--- config.mk ---
export PLATFORM = sky130hd
export DESIGN_NAME = dag_addr_gen
export DESIGN_NICKNAME = d
export VERILOG_FILES = /design/src/rtl/dag_pkg.sv /design/src/rtl/dag_mode_decode.sv /design/src/rtl/dag_ptr_arith.sv /design/src/rtl/dag_out_stage.sv /design/src/rtl/dag_addr_gen.sv
export SDC_FILE = /design/constraint.sdc
export NUM_CORES = 1
export LEC_CHECK = 0
export ABC_AREA = 0
export BUFFER_PORTS_ARGS = -buffer_cell sky130_fd_sc_hd__buf_4
export CAP_MARGIN = 20
export CELL_PAD_IN_SITES_DETAIL_PLACEMENT = 2
export CELL_PAD_IN_SITES_GLOBAL_PLACEMENT = 2
export CORE_UTILIZATION = 33
export CTS_BUF_LIST = sky130_fd_sc_hd__clkbuf_16
export DETAILED_ROUTE_END_ITERATION = 8
export PLACE_DENSITY_LB_ADDON = 0.1
export SYNTH_ARGS = -nofsm -noshare
export SYNTH_HDL_FRONTEND = slang
export SYNTH_SLANG_ARGS = --single-unit
--- constraint.sdc ---
create_clock -name clk -period 11.7 [get_ports clk]
set_input_delay 2.34 -clock clk [delete_from_list [all_inputs] [get_ports clk]]
set_output_delay 2.34 -clock clk [all_outputs]
set_load 0.03 [all_outputs]
--- src/rtl/dag_pkg.sv ---
package dag_pkg;

  localparam int MODE_W = 3;

  typedef enum logic [MODE_W-1:0] {
    MD_DIRECT   = 3'd0,
    MD_INDIRECT = 3'd1,
    MD_POSTINC  = 3'd2,
    MD_PREDEC   = 3'd3,
    MD_CIRC     = 3'd4,
    MD_IMM      = 3'd5,
    MD_RSV6     = 3'd6,
    MD_RSV7     = 3'd7
  } dag_mode_e;

  typedef enum logic [1:0] {
    AS_IMM  = 2'd0,
    AS_BASE = 2'd1,
    AS_DEC  = 2'd2,
    AS_ZERO = 2'd3
  } addr_sel_e;

  typedef enum logic [1:0] {
    WS_KEEP = 2'd0,
    WS_INC  = 2'd1,
    WS_DEC  = 2'd2
  } wb_sel_e;

  typedef struct packed {
    addr_sel_e addr_sel;
    wb_sel_e   wb_sel;
    logic      circ;
    logic      wb_en;
    logic      is_data;
  } dag_ctl_t;

endpackage

--- src/rtl/dag_mode_decode.sv ---
module dag_mode_decode
  import dag_pkg::*;
(
  input  logic [MODE_W-1:0] mode,
  output dag_ctl_t          ctl
);

  always_comb begin
    ctl = '{addr_sel: AS_ZERO, wb_sel: WS_KEEP, circ: 1'b0,
            wb_en: 1'b0, is_data: 1'b0};
    unique case (dag_mode_e'(mode))
      MD_DIRECT: begin
        ctl.addr_sel = AS_IMM;
      end
      MD_INDIRECT: begin
        ctl.addr_sel = AS_BASE;
      end
      MD_POSTINC: begin
        ctl.addr_sel = AS_BASE;
        ctl.wb_sel   = WS_INC;
        ctl.wb_en    = 1'b1;
      end
      MD_PREDEC: begin
        ctl.addr_sel = AS_DEC;
        ctl.wb_sel   = WS_DEC;
        ctl.wb_en    = 1'b1;
      end
      MD_CIRC: begin
        ctl.addr_sel = AS_BASE;
        ctl.wb_sel   = WS_INC;
        ctl.circ     = 1'b1;
        ctl.wb_en    = 1'b1;
      end
      MD_IMM: begin
        ctl.addr_sel = AS_IMM;
        ctl.is_data  = 1'b1;
      end
      MD_RSV6, MD_RSV7: begin
        ctl.addr_sel = AS_ZERO;
      end
      default: begin
        ctl.addr_sel = AS_ZERO;
      end
    endcase
  end

endmodule

--- src/rtl/dag_ptr_arith.sv ---
module dag_ptr_arith
  import dag_pkg::*;
#(
  parameter int AW = 16
) (
  input  logic [AW-1:0] ptr,
  input  logic [AW-1:0] imm,
  input  logic [AW-1:0] buf_top,
  input  logic [AW-1:0] buf_bot,
  input  dag_ctl_t      ctl,
  output logic [AW-1:0] addr,
  output logic [AW-1:0] wb_val
);

  localparam logic [AW-1:0] ONE = AW'(1);

  logic          at_top;
  logic [AW-1:0] base;
  logic [AW-1:0] base_inc;
  logic [AW-1:0] base_dec;

  // Circular mode swaps in the bottom bound before the pointer is used.
  assign at_top   = (ptr == buf_top);
  assign base     = (ctl.circ && at_top) ? buf_bot : ptr;
  assign base_inc = base + ONE;
  assign base_dec = base - ONE;

  always_comb begin
    unique case (ctl.addr_sel)
      AS_IMM:  addr = imm;
      AS_BASE: addr = base;
      AS_DEC:  addr = base_dec;
      default: addr = '0;
    endcase
  end

  always_comb begin
    unique case (ctl.wb_sel)
      WS_INC:  wb_val = base_inc;
      WS_DEC:  wb_val = base_dec;
      default: wb_val = ptr;
    endcase
  end

endmodule

--- src/rtl/dag_out_stage.sv ---
module dag_out_stage #(
  parameter int W       = 8,
  parameter bit REG_OUT = 1'b1
) (
  input  logic         clk,
  input  logic         rst_n,
  input  logic         s_valid,
  output logic         s_ready,
  input  logic [W-1:0] s_data,
  output logic         m_valid,
  input  logic         m_ready,
  output logic [W-1:0] m_data
);

  generate
    if (REG_OUT) begin : g_reg
      logic         vld_q;
      logic [W-1:0] dat_q;
      logic         load;

      assign s_ready = !vld_q || m_ready;
      assign load    = s_valid && s_ready;

      always_ff @(posedge clk) begin
        if (!rst_n) begin
          vld_q <= 1'b0;
        end else if (s_ready) begin
          vld_q <= s_valid;
        end
      end

      always_ff @(posedge clk) begin
        if (load) begin
          dat_q <= s_data;
        end
      end

      assign m_valid = vld_q;
      assign m_data  = dat_q;
    end else begin : g_pass
      logic unused_clk;
      assign unused_clk = clk ^ rst_n;
      assign s_ready    = m_ready;
      assign m_valid    = s_valid;
      assign m_data     = s_data;
    end
  endgenerate

endmodule

--- src/rtl/dag_addr_gen.sv ---
module dag_addr_gen
  import dag_pkg::*;
#(
  parameter int AW      = 16,
  parameter bit REG_OUT = 1'b1
) (
  input  logic              clk,
  input  logic              rst_n,
  input  logic              in_valid,
  output logic              in_ready,
  input  logic [MODE_W-1:0] in_mode,
  input  logic [AW-1:0]     in_ptr,
  input  logic [AW-1:0]     in_imm,
  input  logic [AW-1:0]     in_top,
  input  logic [AW-1:0]     in_bot,
  output logic              out_valid,
  input  logic              out_ready,
  output logic [AW-1:0]     out_addr,
  output logic [AW-1:0]     out_wb_ptr,
  output logic              out_wb_en,
  output logic              out_is_data
);

  localparam int PW = 2 * AW + 2;

  dag_ctl_t      ctl;
  logic [AW-1:0] addr_c;
  logic [AW-1:0] wb_c;
  logic [PW-1:0] pay_in;
  logic [PW-1:0] pay_out;

  dag_mode_decode u_dec (
    .mode (in_mode),
    .ctl  (ctl)
  );

  dag_ptr_arith #(.AW(AW)) u_arith (
    .ptr     (in_ptr),
    .imm     (in_imm),
    .buf_top (in_top),
    .buf_bot (in_bot),
    .ctl     (ctl),
    .addr    (addr_c),
    .wb_val  (wb_c)
  );

  assign pay_in = {addr_c, wb_c, ctl.wb_en, ctl.is_data};

  dag_out_stage #(.W(PW), .REG_OUT(REG_OUT)) u_stage (
    .clk     (clk),
    .rst_n   (rst_n),
    .s_valid (in_valid),
    .s_ready (in_ready),
    .s_data  (pay_in),
    .m_valid (out_valid),
    .m_ready (out_ready),
    .m_data  (pay_out)
  );

  assign {out_addr, out_wb_ptr, out_wb_en, out_is_data} = pay_out;

endmodule

==> impl_metrics.py, run 1 <==
metrics = {
    "setup_path": {
        "cp-end-kind": "flop",
        "max_stage_delay_ns": 0.70,
        "critical-path-top-delay-family": "simple AND/OR/NAND/NOR gates",
        "criticalPathCategory": "in -> reg",
        "slowest_stage": "and3_1",
        "cp_max_fo": 20,
        "arrival_ns": 6.38,
        "critPathLaunchType": "primary input",
        "path_cells": "buf_4 > xor2_1 > nor4_2 > and3_1 > nand2_4 > mux2_2 > inv_1 > ha_1 > clkinv_1 > a2111oi_1 > a211o_1 > a21oi_1 > or3_1",
        "critPathBufInv": 3,
        "crit_required_ns": 11.73,
    },
    "placed_design": {
        "dp.final_hpwl_microns": 12440,
        "io_buffers": 106,
        "gp_congestion": 0.8607,
        "dp_cells": 668,
    },
    "floorplanning": {
        "die_y_microns": 110.0,
        "die-width_microns": 110.0,
        "ios": 107,
        "coreArea_sq_um": 11420,
        "initial_core_util": 0.3374,
        "rows": 39,
        "die_area_sq_um": 12110,
    },
    "finish": {
        "antennaDiodeCount": 0,
        "drive_gt1_frac": 0.2617,
        "final_common_cell": "buf_4",
        "fillCellCount": 1274,
        "areaGrowthSynthToFinish_pct": 25.46,
        "final_cell_mix": "buf_4, nor2_1, nand2_1, edfxtp_1",
        "stdcell_count": 678,
        "nets": 609,
    },
    "timing": {
        "fin_crit_ns": 6.352,
        "hold_violations": 0,
        "tns_ns": 0,
        "whs_ns": 0.5672,
        "rsz0062_at_grt": "false",
        "finalCritPeriodShare": 0.5429,
        "finClkSkew_ns": 0.004476,
        "slew_headroom": 0.3556,
        "drv_slew": 0,
        "setup_violations": 0,
        "max_freq_mhz": 157.4,
        "worstMarginPinSlew_ns": 0.9667,
    },
    "cts": {
        "cts_buffer_depth": 2,
        "cts_resized": 0,
        "cts_setup_buffers": 0,
        "clkSinkCount": 35,
        "cts_tree": "built",
        "root_buffer": "clkbuf_16",
        "cts_made_buffers": 5,
        "clk_pin_slew_ns": 0.06,
        "htreeDepth": 2,
        "cts-hold-fix-buffers": 0,
        "clock_latency_ns": 0.29,
    },
    "logic_synthesis": {
        "ys_warn_count": 0,
        "avgSynthCellArea_sq_um": 8.467,
        "synth_cell_types": 74,
        "syn_nets": 530,
        "synth-seq-cells": 35,
        "synth_edf_count": 34,
        "yosysSeqAreaShare": 0.2702,
        "ys.flop_type": "edfxtp_1",
        "synthCells": 455,
        "netlist_area_sq_um": 3852,
        "synthArstFlopShare": 0,
    },
    "global_route": {
        "grtUsageTotal": 0.2822,
        "grt_pass1_wl_microns": 24840,
        "antenna_found_initial": 0,
        "first_global_vias": 4211,
        "grt_max_degree": 35,
        "overflow": 0,
    },
    "power": {
        "total_power_mw": 0.4505,
        "ir_worst_vdd_uv": 47.66,
        "powerDensity_nw_per_um2": 93.21,
        "power_leakage_nw": 1.895,
    },
    "run_status": {
        "status": "complete, no violations",
    },
    "detailed_routing": {
        "wl_per_cell_microns": 24.03,
        "via_per_inst": 5.993,
        "totalWireLength_microns": 16300,
        "dr.pass1.iters": 5,
        "drc": 0,
        "first_iter_violations": 186,
        "num_vias": 4063,
        "ant_nets": 0,
    },
    "job": {
        "maxCapViolCount": 0,
    },
    "min_path": {
        "hold_class": "reg -> reg",
    },
}
logic make-up (layout without fill, tap and decap cells):
| family | Yosys count | count (layout) | share of synthesized area |
|---|---|---|---|
| flip-flops | 35 | 35 | 0.2702 |
| XOR/XNOR | 49 | 49 | 0.1114 |
| AO/OA/AOI/OAI | 109 | 109 | 0.2101 |
| adder cells (fa/ha/maj) | 4 | 4 | 0.01299 |
| AND/OR/NAND/NOR | 181 | 181 | 0.2621 |
| buffers and inverters | 52 | 132 | 0.06625 |
| multiplexers | 25 | 25 | 0.06690 |
power by group:
group          internal (mW)  total (mW)  leakage [nW]  switching (mW)
sequential             0.151       0.154         0.344         0.00290
clock                 0.0994       0.153        0.0812          0.0539
combinational         0.0547       0.143          1.47          0.0881
total                  0.306       0.451          1.90           0.145
path summary, 6_finish.rpt:
kind / startpoint / cells past startpoint / slack, ns / end
setup reg to reg: u_stage.m_valid / 3 / 10.33 / u_stage.m_data[1]
hold reg to reg: u_stage.m_valid / 2 / 0.57 / u_stage.m_valid
hold / removal: u_stage.m_valid / 2 / 0.57 / u_stage.m_valid
setup / recovery: in_ptr[0] / 13 / 5.35 / u_stage.m_data[6]
layer usage:
metal	global-route usage	wire length [microns]
met1	0.3769	7278
met2	0.4790	7894
met3	0.03116	842
met4	0.08095	280
met5	0	0
per-stage QoR:
step                worst slack [ns]  instance area, sq um  utilization
finish                         5.348                  4833       0.4233
global route                   5.104                  4833       0.4233
CTS                            5.161                  4811       0.4213
detailed placement             4.861                  4647       0.4070
global placement               5.127                  4647       0.4070
floorplan                      6.132                  3852            -
worst reg2reg max path, delay by kind of cell (launching register included):
kind | cells | cell delay (ns)
buffers and inverters | 1 | 0.43
DFF | 1 | 0.31
and+or+nand+nor | 2 | 0.25
layout make-up:
type / instances / area [sq um] / area share
Tap cell: 143 / 178.9 / 0.03702
Clock inverter: 3 / 38.79 / 0.008025
Clock buffer: 5 / 125.1 / 0.02589
Timing Repair Buffer: 110 / 833.3 / 0.1724
Multi-Input combinational cell: 368 / 2564 / 0.5304
Inverter: 14 / 52.55 / 0.01087
Sequential cell: 35 / 1041 / 0.2154
registers in the layout (all words and copies together) (netlist names):
signal           flops
u_stage.m_valid      1
u_stage.m_data      34
Yosys cell counts (3+ instances only):
cell type / instances / area, sq um
or4_1: 3 / 22.52
xnor2_1: 25 / 219.0
buf_4: 5 / 37.54
a31oi_1: 5 / 31.28
nand2b_1: 3 / 18.77
mux2_2: 3 / 33.78
nand4_1: 12 / 75.07
ha_1: 4 / 50.05
clkbuf_1: 20 / 75.07
edfxtp_1: 34 / 1021
o221ai_1: 5 / 43.79
a211o_1: 14 / 122.6
a211oi_1: 3 / 22.52
nand2_1: 40 / 150.1
o21ai_0: 13 / 65.06
xor2_1: 24 / 210.2
o21ai_1: 11 / 55.05
and4_1: 4 / 35.03
a221o_1: 3 / 30.03
nor3_1: 12 / 60.06
mux2i_1: 21 / 210.2
nand4b_1: 3 / 26.28
a32oi_1: 3 / 26.28
buf_6: 4 / 45.04
and2_1: 4 / 25.02
nor2_1: 41 / 153.9
o211ai_1: 16 / 120.1
nand3_1: 25 / 125.1
a21oi_1: 13 / 65.06
buf_2: 8 / 40.04
nor4_2: 3 / 37.54
o31ai_1: 3 / 22.52
nor4_1: 7 / 43.79
inv_1: 13 / 48.80
and3_1: 5 / 31.28
(Power assumes the default switching activity.)
==> run 2: changes to the inputs <==
--- a/config.mk
+++ b/config.mk
@@ -10,7 +10,7 @@
 export CAP_MARGIN = 20
 export CELL_PAD_IN_SITES_DETAIL_PLACEMENT = 2
 export CELL_PAD_IN_SITES_GLOBAL_PLACEMENT = 2
-export CORE_UTILIZATION = 33
+export CORE_UTILIZATION = 28
 export CTS_BUF_LIST = sky130_fd_sc_hd__clkbuf_16
 export DETAILED_ROUTE_END_ITERATION = 8
 export PLACE_DENSITY_LB_ADDON = 0.1
==> constraint.sdc (replaced) <==
create_clock -name clk -period 5.1 [get_ports clk]
set_input_delay 1.02 -clock clk [delete_from_list [all_inputs] [get_ports clk]]
set_output_delay 1.02 -clock clk [all_outputs]
set_load 0.03 [all_outputs]
==> run 2 against run 1 <==
Flip-flop and latch count did not move. Clock-buffer cell count unchanged. Sequential power grew 130%. Cell count is 5.8% higher. Via count decreased by 0.54%.
==> impl_metrics.py, run 2 (synthesis gave the netlist of run 1 again) <==
metrics = {
    "floorplanning": {
        "coreArea_sq_um": 13350,
        "die_y_microns": 119.3,
        "ios": 107,
        "initial_core_util": 0.2886,
        "rows": 42,
        "die-width_microns": 119.3,
        "die_area_sq_um": 14230,
    },
    "finish": {
        "areaGrowthSynthToFinish_pct": 26.83,
        "drive_gt1_frac": 0.2680,
        "fillCellCount": 1537,
        "stdcell_count": 717,
        "final_cell_mix": "buf_4, nor2_1, nand2_1, edfxtp_1",
        "antennaDiodeCount": 0,
        "final_common_cell": "buf_4",
        "largest_reg_flops": 34,
        "nets": 615,
    },
    "global_route": {
        "first_global_vias": 4224,
        "grt_most_used_layer": "met2",
        "grtUsageMet1": 0.3285,
        "grt_use_met2": 0.3855,
        "grt_pass1_wl_microns": 25780,
        "met3_usage": 0.02969,
        "grt_max_degree": 35,
        "grtUsageTotal": 0.2376,
        "overflow": 0,
        "antenna_found_initial": 0,
    },
    "power": {
        "p_clk_frac": 0.304,
        "ir_worst_vdd_uv": 99.43,
        "p_int_mw": 0.6499,
        "switching_share": 0.3366,
        "powerDensity_nw_per_um2": 200.5,
        "combinationalPowerShare": 0.334,
        "pwr-share-seq": 0.362,
        "power_leakage_nw": 1.912,
        "power.switching_mw": 0.3297,
    },
    "timing": {
        "drv_slew": 0,
        "fin_crit_ns": 4.293,
        "worstMarginPinSlew_ns": 0.8182,
        "hold_violations": 0,
        "setup_violations": 0,
        "finalCritPeriodShare": 0.8418,
        "tns_ns": 0,
        "slew_headroom": 0.4495,
        "finClkSkew_ns": 0.004229,
        "rsz0062_at_grt": "false",
        "max_freq_mhz": 232.9,
    },
    "setup_path": {
        "r2r_cells": 3,
        "regToRegSetupSlack_ns": 3.76,
        "arrival_ns": 4.33,
        "cp-end-kind": "flop",
        "critPathLaunchType": "primary input",
        "critical-path-top-delay-family": "simple AND/OR/NAND/NOR gates",
        "slowest_stage": "a2111oi_1",
        "critPathBufInv": 3,
        "max_stage_delay_ns": 0.49,
        "crit_required_ns": 5.13,
        "cp_max_fo": 9,
        "r2r-end": "u_stage.m_data[17]",
        "path_cells": "buf_4 > xor2_1 > nor4_2 > and3_1 > nand2_4 > mux2_2 > inv_1 > ha_1 > clkinv_1 > a2111oi_1 > a211o_1 > a21oi_1 > or3_1",
        "criticalPathCategory": "in -> reg",
        "startpoint": "in_ptr[0]",
        "reg2reg_from": "u_stage.m_valid",
    },
    "min_path": {
        "min_to": "u_stage.m_valid",
        "hold_class": "reg -> reg",
        "min_path_cells": 2,
        "hold_start": "u_stage.m_valid",
    },
    "detailed_routing": {
        "drc": 0,
        "ant_nets": 0,
        "via_per_inst": 5.636,
        "wl_per_cell_microns": 23.24,
        "num_vias": 4041,
        "first_iter_violations": 281,
        "totalWireLength_microns": 16660,
        "dr.pass1.iters": 4,
    },
    "placed_design": {
        "io_buffers": 106,
        "gp_congestion": 0.8728,
        "dp.final_hpwl_microns": 12730,
        "dp_cells": 709,
    },
    "cts": {
        "cts_setup_buffers": 0,
        "cts_made_buffers": 5,
        "clock_latency_ns": 0.29,
        "cts_tree": "built",
        "root_buffer": "clkbuf_16",
        "cts-hold-fix-buffers": 0,
        "htreeDepth": 2,
        "clk_pin_slew_ns": 0.05,
        "cts_buffer_depth": 2,
        "cts_resized": 0,
        "clkSinkCount": 35,
    },
    "job": {
        "maxCapViolCount": 0,
    },
    "run_status": {
        "status": "complete, no violations",
    },
}
run 2: how the worst max path moves through the flow:
stage	end	slack, ns	cells after the start
4_1_cts	u_stage.m_data[6]	0.79	13
6_report	u_stage.m_data[6]	0.81	13
3_5_place_dp	u_stage.m_data[6]	0.51	13
3_3_place_gp	u_stage.m_data[6]	0.61	13
2_1_floorplan	u_stage.m_data[6]	0.85	16
5_1_grt	u_stage.m_data[6]	0.62	13
run 2: metrics by stage:
| stage | util | instance area, sq um | hold slack, ns | setup WS, ns | power (mW) |
|---|---|---|---|---|---|
| after floorplan | - | 3852 | 0.8846 | 0.8516 | 0.5458 |
| after global placement | 0.3557 | 4748 | 0.5149 | 0.6111 | 0.6815 |
| after detailed placement | 0.3557 | 4748 | 0.5581 | 0.5127 | 0.6878 |
| after CTS | 0.3660 | 4886 | 0.5654 | 0.7899 | 0.9857 |
| after global routing | 0.3660 | 4886 | 0.5841 | 0.6196 | 1.020 |
| final | 0.3660 | 4886 | 0.5489 | 0.8069 | 0.9795 |
run 2: worst register-to-register path: cells and delay by family, from the launching register on:
kind	cells	cell delay, ns
buffers and inverters	1	0.41
AND/OR/NAND/NOR	2	0.25
flip-flops	1	0.31
run 2: power by group through the flow:
stage          logic, mW  registers [mW]  clock network [mW]
6_report           0.327           0.355               0.298
3_5_place_dp       0.327           0.361                   0
3_3_place_gp       0.322           0.359                   0
4_1_cts            0.328           0.355               0.302
2_1_floorplan      0.137           0.409                   0
5_1_grt            0.350           0.357               0.314
run 2: cell type report:
class / count / area [sq um] / share of cell area
Clock buffer: 5 / 125.1 / 0.02561
Clock inverter: 3 / 12.51 / 0.002561
Inverter: 14 / 52.55 / 0.01076
Multi-Input combinational cell: 368 / 2564 / 0.5247
Sequential cell: 35 / 1041 / 0.2131
Tap cell: 176 / 220.2 / 0.04507
Timing Repair Buffer: 116 / 870.8 / 0.1782
run 2: per-layer routing:
metal	up-vias	wire (microns)
met3	19	1010
li1	1876	-
met4	0	233
met2	142	7624
met1	2004	7793
met5	-	0
==> run 3: changes to the inputs <==
--- a/config.mk
+++ b/config.mk
@@ -5,7 +5,7 @@
 export SDC_FILE = /design/constraint.sdc
 export NUM_CORES = 1
 export LEC_CHECK = 0
-export ABC_AREA = 0
+export ABC_AREA = 1
 export BUFFER_PORTS_ARGS = -buffer_cell sky130_fd_sc_hd__buf_4
 export CAP_MARGIN = 20
 export CELL_PAD_IN_SITES_DETAIL_PLACEMENT = 2
==> constraint.sdc (replaced) <==
create_clock -name clk -period 4 [get_ports clk]
set_input_delay 0.8 -clock clk [delete_from_list [all_inputs] [get_ports clk]]
set_output_delay 0.8 -clock clk [all_outputs]
set_load 0.03 [all_outputs]
==> run 3 against run 2 <==
Cell count grew 11%. Core utilization increased by 1.4 points. Worst setup slack worse by 0.089 ns. Wire length is 18% lower. Largest power group unchanged. Clock skew rose by 0.0039 ns. Register-to-register slack worse by 1.1 ns. Sequential share of layout area increased by 1.2 points. Clock power increased by 28%.
==> impl_metrics.py, run 3 <==
metrics = {
    "setup_path": {
        "regToRegSetupSlack_ns": 2.69,
        "cp_max_fo": 29,
        "r2r_cells": 2,
        "reg2reg_from": "u_stage.m_valid",
        "crit_required_ns": 4.04,
        "criticalPathCategory": "in -> reg",
        "critPathLaunchType": "primary input",
        "path_cells": "buf_4 > inv_2 > nand2_1 > nor2_1 > nand3_1 > nor2_4 > buf_4 > nand4_1 > nand2_2 > ha_1 > inv_1 > nor2_1 > nand3_1 > nor2_1 > nand2_1 > nand3_1 > nand2_1 > nand2_1 > nand2_1",
        "arrival_ns": 3.33,
        "max_stage_delay_ns": 0.31,
        "worst_path_most_repeated_cell": "nand2_1",
        "slowest_stage": "buf_4",
        "cp-end-kind": "flop",
        "r2r-end": "u_stage.m_data[6]",
    },
    "finish": {
        "largest_reg_flops": 34,
        "fillCellCount": 1515,
        "areaGrowthSynthToFinish_pct": 30.85,
        "final_common_cell": "nand2_1",
        "multi_input_area_sq_um": 2125,
        "final_cell_mix": "nand2_1, buf_4, inv_1, nand3_1, nand4_1",
        "nets": 705,
        "drive_gt1_frac": 0.2821,
        "seq_area_sq_um": 1041,
        "design_area_sq_um": 4617,
        "antennaDiodeCount": 0,
    },
    "timing": {
        "tns_ns": 0,
        "whs_ns": 0.5743,
        "max_freq_mhz": 304.7,
        "slew_headroom": 0.5254,
        "worstMarginPinSlew_ns": 0.7119,
        "finalCritPeriodShare": 0.8205,
        "finClkSkew_ns": 0.008165,
        "fin_crit_ns": 3.282,
        "drv_slew": 0,
        "hold_violations": 0,
        "layout_setup_ws_ns": 0.7180,
        "rsz0062_at_grt": "false",
        "setup_violations": 0,
    },
    "logic_synthesis": {
        "synth_area_leaders": "edfxtp_1, nand2_1, nand3_1",
        "synthTopCellsByCount": "nand2_1, inv_1, nand3_1, nand4_1, edfxtp_1",
        "synth_top_area_frac": 0.2894,
        "avgSynthCellArea_sq_um": 6.670,
        "synth_cell_types": 36,
        "synthCells": 529,
        "synth-seq-cells": 35,
        "ys_warn_count": 0,
        "ys.flop_type": "edfxtp_1",
        "netlist_area_sq_um": 3528,
        "synth_top_area_cell": "edfxtp_1",
        "synth_edf_count": 34,
        "syn_nets": 604,
        "synth_most_common_cell": "nand2_1",
        "synthArstFlopShare": 0,
        "yosysSeqAreaShare": 0.2950,
    },
    "power": {
        "ir_worst_vdd_uv": 141.4,
        "powerDensity_nw_per_um2": 272.4,
        "power_leakage_nw": 2.181,
        "total_power_mw": 1.258,
    },
    "global_route": {
        "grt_pass1_wl_microns": 21820,
        "antenna_found_initial": 0,
        "grtUsageTotal": 0.2154,
        "first_global_vias": 4144,
        "grt_max_degree": 35,
        "overflow": 0,
    },
    "floorplanning": {
        "initial_core_util": 0.2901,
        "coreArea_sq_um": 12160,
        "rows": 40,
        "die_area_sq_um": 13050,
        "ios": 107,
        "die-width_microns": 114.3,
        "die_y_microns": 114.3,
    },
    "job": {
        "maxCapViolCount": 0,
    },
    "placed_design": {
        "dp_slack_ns": 0.4212,
        "dp.final_hpwl_microns": 11180,
        "io_buffers": 106,
        "place_area_sq_um": 4449,
        "gp_congestion": 0.8095,
    },
    "detailed_routing": {
        "drc": 0,
        "dr.pass1.iters": 4,
        "ant_nets": 0,
        "totalWireLength_microns": 13590,
        "first_iter_violations": 150,
        "num_vias": 3983,
        "via_per_inst": 4.985,
        "wl_per_cell_microns": 17.01,
    },
    "cts": {
        "root_buffer": "clkbuf_16",
        "clk_pin_slew_ns": 0.06,
        "clkSinkCount": 35,
        "cts-hold-fix-buffers": 0,
        "htreeDepth": 2,
        "cts_buffer_depth": 2,
        "cts_tree": "built",
        "cts_setup_buffers": 0,
        "clock_latency_ns": 0.29,
        "cts_made_buffers": 5,
        "cts_resized": 0,
    },
    "min_path": {
        "hold_class": "reg -> reg",
        "min_path_cells": 2,
        "hold_start": "u_stage.m_valid",
        "min_to": "u_stage.m_valid",
    },
    "run_status": {
        "status": "complete, no violations",
    },
}
-- run 3: changes by cell type after synthesis, moves of 20 or more --
cell / delta
nand2_1: +165
xnor2_1: -21
inv_1: +33
nand4_1: +23
mux2i_1: -21
xor2_1: -20
-- run 3: per-layer routing --
metal	part of all wire	global-route usage
met1	0.49	0.3018
met2	0.47	0.3600
met3	0.033	0.01800
met4	0.0077	0.04675
met5	0	0
-- run 3: kinds of logic (layout without fill, tap and decap cells) --
family,after synthesis,after routing,share of synthesized area
adders and majority gates,4,4,0.01418
DFF,35,35,0.2950
and+or+nand+nor,359,359,0.4819
xor gates and xnor gates,8,8,0.01986
AOI/OAI and AO/OA,44,44,0.08298
buffers and inverters,79,181,0.1060
-- run 3: critical path, delay by kind of cell --
kind	cells	cell delay [ns]
adder cells (fa/ha/maj)	1	0.18
buffers and inverters	4	0.53
AND/OR/NAND/NOR	14	1.79
-- run 3: metrics by stage --
step / util / cells
after detailed placement: 0.3658 / 790
after global placement: 0.3658 / 790
final: 0.3796 / 799
after global routing: 0.3796 / 799
after CTS: 0.3774 / 798
after floorplan: - / 529
-- run 3: area by class of cell --
cell class / count / area share
Tap cell: 168 / 0.04553
Clock buffer: 5 / 0.02710
Sequential cell: 35 / 0.2255
Timing Repair Buffer: 115 / 0.1913
Inverter: 58 / 0.04715
Clock inverter: 3 / 0.003252
Multi-Input combinational cell: 415 / 0.4602
-- run 3: report_power, final --
group | total (mW) | switching, mW | internal (mW)
Combinational | 0.420 | 0.267 | 0.153
Clock | 0.382 | 0.155 | 0.227
Sequential | 0.456 | 0.0105 | 0.445
-- run 3: how the worst max path moves through the flow --
stage / endpoint / from / depth (start not counted)
6_report: u_stage.m_data[12] / in_mode[1] / 19
5_1_grt: u_stage.m_data[10] / in_mode[1] / 19
4_1_cts: u_stage.m_data[10] / in_mode[1] / 19
3_5_place_dp: u_stage.m_data[10] / in_mode[1] / 19
3_3_place_gp: u_stage.m_data[8] / in_mode[1] / 16
2_1_floorplan: u_stage.m_data[0] / in_valid / 2
